===== config.mk =====
export PLATFORM = sky130hd
export DESIGN_NAME = obx_window_bank
export DESIGN_NICKNAME = d
export VERILOG_FILES = /design/src/rtl/obx_pkg.sv /design/src/rtl/obx_rst_sync.sv /design/src/rtl/obx_regfile.sv /design/src/rtl/obx_xlate.sv /design/src/rtl/obx_window_bank.sv
export SDC_FILE = /design/constraint.sdc
export NUM_CORES = 1
export LEC_CHECK = 0
export ABC_AREA = 1
export BUFFER_PORTS_ARGS = -buffer_cell sky130_fd_sc_hd__buf_4
export CAP_MARGIN = 20
export CORE_MARGIN = 3
export CORE_UTILIZATION = 40
export DETAILED_ROUTE_END_ITERATION = 12
export GPL_ROUTABILITY_DRIVEN = 0
export SLEW_MARGIN = 20
export SYNTH_ARGS = -nofsm -noshare
export SYNTH_HDL_FRONTEND = slang
export SYNTH_HIERARCHICAL = 1
export SYNTH_SLANG_ARGS = --single-unit

===== constraint.sdc =====
create_clock -name clk -period 54.5 [get_ports clk]
set_clock_uncertainty 0.15 [all_clocks]
set_input_delay 2.725 -clock clk [delete_from_list [all_inputs] [get_ports clk]]
set_output_delay 2.725 -clock clk [all_outputs]
set_load 0.01 [all_outputs]

===== src/rtl/obx_pkg.sv =====
package obx_pkg;
  localparam int unsigned MB_SHIFT     = 20;
  localparam int unsigned CTRL_OFS     = 'h004;
  localparam int unsigned SIZE_OFS     = 'h030;
  localparam int unsigned WIN_BASE_OFS = 'h200;
  localparam int unsigned WIN_STRIDE   = 8;
  localparam int unsigned WIN_HI_OFS   = 4;
  localparam int unsigned CTRL_LINK    = 0;
  localparam int unsigned CTRL_XLAT    = 1;
endpackage


===== src/rtl/obx_rst_sync.sv =====
module obx_rst_sync (
  input  logic clk,
  input  logic rst_n,
  output logic srst_n
);
  logic [1:0] sync_q;

  always_ff @(posedge clk or negedge rst_n) begin
    if (!rst_n) sync_q <= 2'b00;
    else        sync_q <= {sync_q[0], 1'b1};
  end

  assign srst_n = sync_q[1];
endmodule


===== src/rtl/obx_regfile.sv =====
module obx_regfile
  import obx_pkg::*;
#(
  parameter int unsigned NWIN   = 8,
  parameter int unsigned AW     = 12,
  parameter int unsigned SIZE_W = 5
) (
  input  logic                   clk,
  input  logic                   srst_n,
  input  logic                   we,
  input  logic [AW-1:0]          addr,
  input  logic [31:0]            wdata,
  output logic [31:0]            rdata,
  output logic                   link_en,
  output logic                   xlat_en,
  output logic [SIZE_W-1:0]      size_code,
  output logic [NWIN-1:0][31:0]  win_lo,
  output logic [NWIN-1:0][31:0]  win_hi
);
  logic [1:0]        ctrl_q, ctrl_d;
  logic              ctrl_sel, ctrl_ld;
  logic [SIZE_W-1:0] size_q, size_d;
  logic              size_sel, size_ld;
  logic [NWIN-1:0]   lo_sel, hi_sel, lo_ld, hi_ld;

  // next-state and load enables
  always_comb begin
    ctrl_sel = (addr == AW'(CTRL_OFS));
    size_sel = (addr == AW'(SIZE_OFS));
    ctrl_ld  = we & ctrl_sel;
    size_ld  = we & size_sel;
    ctrl_d   = wdata[1:0];
    size_d   = wdata[SIZE_W-1:0];
  end

  always_ff @(posedge clk or negedge srst_n) begin
    if (!srst_n) begin
      ctrl_q <= '0;
      size_q <= '0;
    end else begin
      if (ctrl_ld) ctrl_q <= ctrl_d;
      if (size_ld) size_q <= size_d;
    end
  end

  for (genvar g = 0; g < NWIN; g++) begin : g_win
    assign lo_sel[g] = (addr == AW'(WIN_BASE_OFS + WIN_STRIDE * g));
    assign hi_sel[g] = (addr == AW'(WIN_BASE_OFS + WIN_STRIDE * g + WIN_HI_OFS));
    assign lo_ld[g]  = we & lo_sel[g];
    assign hi_ld[g]  = we & hi_sel[g];

    always_ff @(posedge clk or negedge srst_n) begin
      if (!srst_n) begin
        win_lo[g] <= '0;
        win_hi[g] <= '0;
      end else begin
        if (lo_ld[g]) win_lo[g] <= wdata;
        if (hi_ld[g]) win_hi[g] <= wdata;
      end
    end
  end

  // read mux
  always_comb begin
    rdata = '0;
    if (ctrl_sel) rdata = 32'(ctrl_q);
    if (size_sel) rdata = 32'(size_q);
    for (int n = 0; n < NWIN; n++) begin
      if (lo_sel[n]) rdata = win_lo[n];
      if (hi_sel[n]) rdata = win_hi[n];
    end
  end

  assign link_en   = ctrl_q[CTRL_LINK];
  assign xlat_en   = ctrl_q[CTRL_XLAT];
  assign size_code = size_q;

  // control word holds unless written at its own offset
  a_r2_ctrl_hold: assert property (@(posedge clk) disable iff (!srst_n)
    !(we && addr == AW'(CTRL_OFS)) |=> $stable(ctrl_q));

  // a write to window 0 low word is visible on the next cycle
  a_r10_lo_visible: assert property (@(posedge clk) disable iff (!srst_n)
    (we && addr == AW'(WIN_BASE_OFS)) |=> (win_lo[0] == $past(wdata)));
endmodule


===== src/rtl/obx_xlate.sv =====
module obx_xlate
  import obx_pkg::*;
#(
  parameter int unsigned NWIN   = 8,
  parameter int unsigned OFS_W  = 32,
  parameter int unsigned SIZE_W = 5
) (
  input  logic                  clk,
  input  logic                  srst_n,
  input  logic                  req_valid,
  input  logic [OFS_W-1:0]      req_offset,
  input  logic                  xlat_en,
  input  logic [SIZE_W-1:0]     size_code,
  input  logic [NWIN-1:0][31:0] win_lo,
  input  logic [NWIN-1:0][31:0] win_hi,
  output logic                  rsp_valid,
  output logic                  rsp_hit,
  output logic [63:0]           rsp_addr
);
  localparam int unsigned SHW = 7;

  logic [SHW-1:0] sh;
  logic [63:0]    ofs_w, idx, mask, base, addr_d;
  logic [31:0]    sel_lo, sel_hi;
  logic           in_rng, hit_d;

  // next-state: window select and address merge
  always_comb begin
    sh     = SHW'(MB_SHIFT) + SHW'(size_code);
    ofs_w  = 64'(req_offset);
    idx    = ofs_w >> sh;
    mask   = (64'd1 << sh) - 64'd1;
    sel_lo = '0;
    sel_hi = '0;
    in_rng = 1'b0;
    for (int n = 0; n < NWIN; n++) begin
      if (idx == 64'(n)) begin
        sel_lo = win_lo[n];
        sel_hi = win_hi[n];
        in_rng = 1'b1;
      end
    end
    base   = {sel_hi, sel_lo[31:1], 1'b0};
    hit_d  = req_valid & xlat_en & in_rng & sel_lo[0];
    addr_d = hit_d ? ((base & ~mask) | (ofs_w & mask)) : 64'd0;
  end

  always_ff @(posedge clk or negedge srst_n) begin
    if (!srst_n) begin
      rsp_valid <= 1'b0;
      rsp_hit   <= 1'b0;
      rsp_addr  <= '0;
    end else begin
      rsp_valid <= req_valid;
      rsp_hit   <= hit_d;
      rsp_addr  <= addr_d;
    end
  end

  a_r9_rsp_follows_req: assert property (@(posedge clk) disable iff (!srst_n)
    req_valid |=> rsp_valid);

  a_r9_quiet_no_req: assert property (@(posedge clk) disable iff (!srst_n)
    !req_valid |=> (!rsp_valid && !rsp_hit));

  a_r6_off_misses: assert property (@(posedge clk) disable iff (!srst_n)
    (req_valid && !xlat_en) |=> !rsp_hit);

  // any miss carries a zero address
  a_r7_miss_zero_addr: assert property (@(posedge clk) disable iff (!srst_n)
    !rsp_hit |-> (rsp_addr == 64'd0));
endmodule


===== src/rtl/obx_window_bank.sv =====
module obx_window_bank #(
  parameter int unsigned NWIN   = 8,
  parameter int unsigned AW     = 12,
  parameter int unsigned OFS_W  = 32,
  parameter int unsigned SIZE_W = 5
) (
  input  logic             clk,
  input  logic             rst_n,
  input  logic             reg_we,
  input  logic [AW-1:0]    reg_addr,
  input  logic [31:0]      reg_wdata,
  output logic [31:0]      reg_rdata,
  input  logic             req_valid,
  input  logic [OFS_W-1:0] req_offset,
  output logic             rsp_valid,
  output logic             rsp_hit,
  output logic [63:0]      rsp_addr,
  output logic             link_train_en
);
  logic                  srst_n;
  logic                  xlat_en;
  logic [SIZE_W-1:0]     size_code;
  logic [NWIN-1:0][31:0] win_lo, win_hi;

  obx_rst_sync u_rst (
    .clk    (clk),
    .rst_n  (rst_n),
    .srst_n (srst_n)
  );

  obx_regfile #(.NWIN(NWIN), .AW(AW), .SIZE_W(SIZE_W)) u_regs (
    .clk       (clk),
    .srst_n    (srst_n),
    .we        (reg_we),
    .addr      (reg_addr),
    .wdata     (reg_wdata),
    .rdata     (reg_rdata),
    .link_en   (link_train_en),
    .xlat_en   (xlat_en),
    .size_code (size_code),
    .win_lo    (win_lo),
    .win_hi    (win_hi)
  );

  obx_xlate #(.NWIN(NWIN), .OFS_W(OFS_W), .SIZE_W(SIZE_W)) u_xlate (
    .clk        (clk),
    .srst_n     (srst_n),
    .req_valid  (req_valid),
    .req_offset (req_offset),
    .xlat_en    (xlat_en),
    .size_code  (size_code),
    .win_lo     (win_lo),
    .win_hi     (win_hi),
    .rsp_valid  (rsp_valid),
    .rsp_hit    (rsp_hit),
    .rsp_addr   (rsp_addr)
  );
endmodule


Yosys cells after proc, flatten, opt, wreduce, memory -nomap -nowiden
Cells that the tools add are included.

storage, ports and cells
  logic and storage cells = 120
  output and inout port bits = 99
  bits in registers = 587
  input port bits = 80

cells by class
  equality and inequality tests = 25
  add/sub/neg operators = 2
  bitwise operators = 25
  muxes and demuxes = 43
  shift-type cells = 2
  reduce and logical (&&, ||, !) cells = 1

operators by type and width
  cell                     count
  $mux W32                 33
  $eq A64 B3 Y1 const B    4
  $eq A12 B10 Y1 const B   16
  $eq A64 B2 Y1 const B    2
  $and A32 B64 Y64         1
  $and A64 B64 Y64         1
  $eq A64 B1 Y1 const B    1
  $logic_not A64 Y1        1
  $mux W64                 1
  $not A64 Y64             1
  $or A64 B64 Y64          1
  $shl A1 B7 Y64 const A   1
  $shr A32 B7 Y64          1
  $sub A64 B1 Y64 const B  1
  $and A1 B1 Y1            21
  $eq A12 B3 Y1 const B    1
  $eq A12 B6 Y1 const B    1
  $mux W1                  8
  $add A5 B5 Y6 const A    1
  $mux W2                  1

Depth between registers and ports, before layout
  word-level depth = 19
  gate-level depth with buffers = 24
  depth with buffers taken out = 24

Hierarchy
The synthesis kept the hierarchy.

modules (own cells, without submodules)
  module        cells an instance  sequential area each (µm²)  times used  area each (µm²)
  obx_regfile   2656               12987.5                     1           22580.4
  obx_xlate     1805               1651.6                      1           10347.4
  obx_rst_sync  3                  50.0                        1           53.8

Least setup slack after synthesis
Ideal clock, no wire load.

  path type = input to output
  start point = input port reg_addr[7]
  end point = output port reg_rdata[16]
  slack = 47.245 ns
  required time = 51.625 ns
  buffers on the path = 1
  data arrival time = 4.380 ns
  stages on the path = 15
  path through = nor2_4 -> nand3_4 -> nor3_4 -> inv_2 -> buf_6 -> o211ai_2 -> nand4_1 -> o211ai_1 -> nand4_1 -> o21ai_1 -> nand2_1 -> a21oi_1 -> o21ai_1 -> nand2_1 -> nand2_1

on the way
  word-level cells in the longest chain between the ends = 17
  elaborated cells on any way between the ends = 32
  those cells by class = 16 x eq/ne; 16 x mux

ends and longest elaborated chain
  what                line                   RTL
  start: declaration  obx_window_bank.sv:10  input logic [AW-1:0] reg_addr,
  $eq A12 B10 Y1      obx_regfile.sv:47      assign lo_sel[g] = (addr == AW'(WIN_BASE_OFS + WIN_STRIDE * g));
  $mux W32            obx_regfile.sv:69      if (lo_sel[n]) rdata = win_lo[n];
  $mux W32            obx_regfile.sv:70      if (hi_sel[n]) rdata = win_hi[n];
  $mux W32            obx_regfile.sv:69
  $mux W32            obx_regfile.sv:70
  $mux W32            obx_regfile.sv:69
  $mux W32            obx_regfile.sv:70
  $mux W32            obx_regfile.sv:69
  $mux W32            obx_regfile.sv:70
  $mux W32            obx_regfile.sv:69
  $mux W32            obx_regfile.sv:70
  $mux W32            obx_regfile.sv:69
  $mux W32            obx_regfile.sv:70
  $mux W32            obx_regfile.sv:69
  $mux W32            obx_regfile.sv:70
  $mux W32            obx_regfile.sv:69
  $mux W32 (*)        obx_regfile.sv:70
  end: declaration    obx_window_bank.sv:12  output logic [31:0] reg_rdata,

Every way passes the cells marked *; elsewhere a longest branch is shown, timed or not.

Worst setup path in the final report
  start point = input port reg_addr[8]
  end point = output port reg_rdata[28]

The elaborated chain is that of the path after synthesis.

==> results.yml <==
outcome:
  status: "completed"
critical_path:
  cp_common_cell: "nand2_1"
  start_kind: "input port"
  crit_fanout: 39
  cpLargestDelayFamily: "simple AND/OR/NAND/NOR gates"
  crit_path_cell_trace: "buf_4, inv_1, nand2_1, nor2_4, buf_4, nand3_2, inv_2, nand2_1, nand3_1, a21oi_1, nand3_1, o211ai_1, nand4_1, o21ai_1, a21oi_1, nor2_1, o21ai_1, nand2_1, nand2_1, buf_4"
  r2r-end: "u_xlate/rsp_addr[1]$_DFF_PN0_"
  critical-path-max-stage-delay_ps: 540
  r2r_cells: 18
  r2r_slack_ps: 47850
  path_buf_inv: 5
  critical_path_class: "input port to primary output"
  endpoint_kind: "primary output"
  arrival_ps: 6070
  slowest_stage: "nand3_2"
  worstPathRequired_ps: 51630
  r2r-start: "u_regs/size_code[4]$_DFFE_PN0P_"
clock_network:
  htree_levels: 3
  cts_buffers: 67
  cts_resized: 0
  cts_buffer_depth: 3
  clkTransAtPathRegs_ps: 50
  cts_root_buffer: "clkbuf_16"
  clk_latency_ps: 620
  cts_setup_buffers: 0
  clock-sinks: 587
  cts_hold_buf: 0
  cts_tree: "done"
sta:
  fmax_mhz: 111.8
  holdWs_ps: 201.0
  min_period_ps: 8949
  setup_viol: 0
  tns_ps: 0
  slew_violations: 0
  hold_violations: 0
  worst_slew_pin_slew_ps: 1104
  fin_crit_sh_pct: 16.42
  maxSlewHeadroom_pct: 26.36
  rsz0062_at_grt: "false"
synth:
  ys_types: 55
  synth.largest_area_cell: "dfrtp_1"
  netlist_instances: 4464
  yosysWarnings: 6
  synth_async_sr_flop_share_pct: 100.0
  synth_area_sq_um: 32980
  synth-edff-count: 0
  ys_top_cells_by_count: "1503 x nand2_1, 587 x dfrtp_1, 549 x o21ai_0, 248 x nand3_1, 238 x nor2_1"
  synth_top_area_share_pct: 44.54
  synth_area_leaders: "dfrtp_1 45%, nand2_1 17%, o21ai_0 8.3%, nand3_1 3.8%, nand4_1 3.0%"
  syn-num-nets: 4546
  ys.flop_type: "dfrtp_1"
  ys_seq_area_share_pct: 44.54
  avgSynthCellArea_sq_um: 7.388
  ys_ff_latch: 587
  yosysMostFrequentCell: "nand2_1"
final_layout:
  area_growth_pct: 12.04
  seqCellArea_sq_um: 14690
  instances_no_fill: 5569
  fillers: 8292
  drive_above_1_share_pct: 13.28
  fin_area_sq_um: 36950
  multiInputGateArea_sq_um: 16160
  fin_nets: 4543
  antennaDiodeCount: 0
floorplanning:
  start_util_pct: 40.68
  fp-row-count: 104
  die_x_microns: 293.2
  pin_count: 179
  fp.dieH_microns: 293.2
  core_area_sq_um: 81070
  dieArea_sq_um: 85940
pwr:
  power_density_nw_per_um2: 25.08
  leakage_nw: 17.60
  ir_drop_v: 0.00002217
min_path:
  hp-class: "flop to flop"
  min_path_cells: 0
  hold_start: "u_rst/sync_q[0]$_DFF_PN0_"
  min_to: "u_rst/sync_q[1]$_DFF_PN0_"
place:
  dp_hpwl_mm: 85.85
  port-buffer-count: 178
  numPlacedInstances: 5452
  dpl_cell_area_sq_um: 34790
global_routing:
  grt_overflow: 0
  antenna_found_initial: 0
  grt_pass1_wl_mm: 187.7
  grt_pass1_vias: 29380
  grtUsageTotal_pct: 28.49
  grt_start_max_net_pins: 68
routing:
  viasPerCell: 5.714
  drc: 0
  drt_first_iter_violations: 3741
  drt_wl_total_mm: 124.8
  wl_per_cell_microns: 22.41
  postRouteAntennaNets: 0
  dr.pass1.iters: 7
  dr_total_vias: 31820
job:
  max-cap-violations: 0
-- state kept, by name (all words and copies together), names as in the netlist --
register,flops
u_xlate/rsp_valid,1
u_xlate/rsp_hit,1
u_regs/ctrl_q,2
u_rst/sync_q,2
u_regs/win_lo,256
u_regs/size_code,5
u_xlate/rsp_addr,64
u_regs/win_hi,256
-- cell families after synthesis --
logic type	share of synthesized area, %
buffers and inverters	6.973
xor gates and xnor gates	0.7701
adders and majority gates	0.07586
and+or+nand+nor	32.53
DFF	44.54
other	0.01137
AOI/OAI and AO/OA	15.10
-- per-layer routing --
layer,GRT usage (%),part of all wire [%],up-vias
met2,45.37,46,1504
met5,0,0,-
met4,12.83,4.8,0
met3,4.618,8.1,278
li1,-,-,14750
met1,38.31,41,15290
-- placed cells by master, fill, tap and decap left out, types with 3 or more instances in the layout --
cell type / count
a21o_1: 4
a21oi_1: 135
a221oi_1: 31
and3_1: 3
buf_4: 233
clkbuf_1: 19
clkbuf_16: 69
clkbuf_8: 17
clkinv_2: 8
dfrtp_1: 586
inv_1: 203
inv_2: 31
nand2_1: 1486
nand2_2: 18
nand2_4: 12
nand3_1: 247
nand3_2: 11
nand3b_1: 4
nand4_1: 158
nand4_4: 3
nor2_1: 232
nor2_2: 31
nor2_4: 45
nor3_1: 23
nor3_2: 10
nor3_4: 6
o2111ai_1: 3
o211ai_1: 74
o211ai_2: 8
o21ai_0: 549
o21ai_1: 62
o22ai_1: 35
or2_0: 17
or2_1: 4
or2_2: 83
xnor2_1: 8
xor2_1: 16
-- worst reg2reg max path, cell delays in order, from the launching register on --
cell and delay (ps):
dfrtp_1 630, a21oi_4 920, inv_2 30, buf_4 270, nor2_4 160, nand3_1 130
nand2_4 470, buf_4 660, inv_2 340, nand4_4 170, buf_4 670, o21ai_1 150
inv_1 90, nand2_1 100, nand2_1 70, nand2_1 80, nand2_4 470, buf_4 760
nor2_1 180
-- worst max path at each step --
stage                               from                           end  slack, ps  cells after the start
4_1_cts                      reg_addr[8]                  reg_rdata[3]      45610                     22
3_3_place_gp                reg_addr[11]                  reg_rdata[3]      45660                     22
3_5_place_dp                 reg_addr[8]                  reg_rdata[3]      45620                     22
5_1_grt                      reg_addr[9]                 reg_rdata[24]      45390                     18
6_report                     reg_addr[8]                 reg_rdata[28]      45550                     20
2_1_floorplan  u_rst/sync_q[1]$_DFF_PN0_  u_regs/ctrl_q[0]$_DFFE_PN0P_      36780                      0
-- stage by stage --
step           power (W)  util [%]  setup WS, ps
2_1_floorplan  0.0004687         -         36780
3_3_place_gp   0.0004858     42.90         45660
3_5_place_dp   0.0004859     42.91         45620
4_1_cts        0.0009335     45.54         45610
5_1_grt        0.0009544     45.58         45390
6_report       0.0009269     45.58         45550
-- cell type report --
| cell class | count | area share, % |
|---|---|---|
| clock buffer | 105 | 5.499 |
| clock inverter | 12 | 0.2641 |
| inverter | 237 | 2.418 |
| timing repair buffer | 233 | 4.734 |
| tap | 1060 | 3.589 |
| multi-input combinational | 3335 | 43.73 |
| sequential | 587 | 39.76 |
-- report_power, final --
| group | internal (W) | switching (W) | leakage (nW) | total, W |
|---|---|---|---|---|
| Sequential | 0.000438 | 0.00000257 | 8.17 | 0.000440 |
| Clock | 0.000260 | 0.000189 | 1.05 | 0.000449 |
| Combinational | 0.00000886 | 0.0000286 | 8.39 | 0.0000375 |
| Total | 0.000707 | 0.000220 | 17.6 | 0.000927 |
No activity file was read; power rests on OpenSTA's default activity.
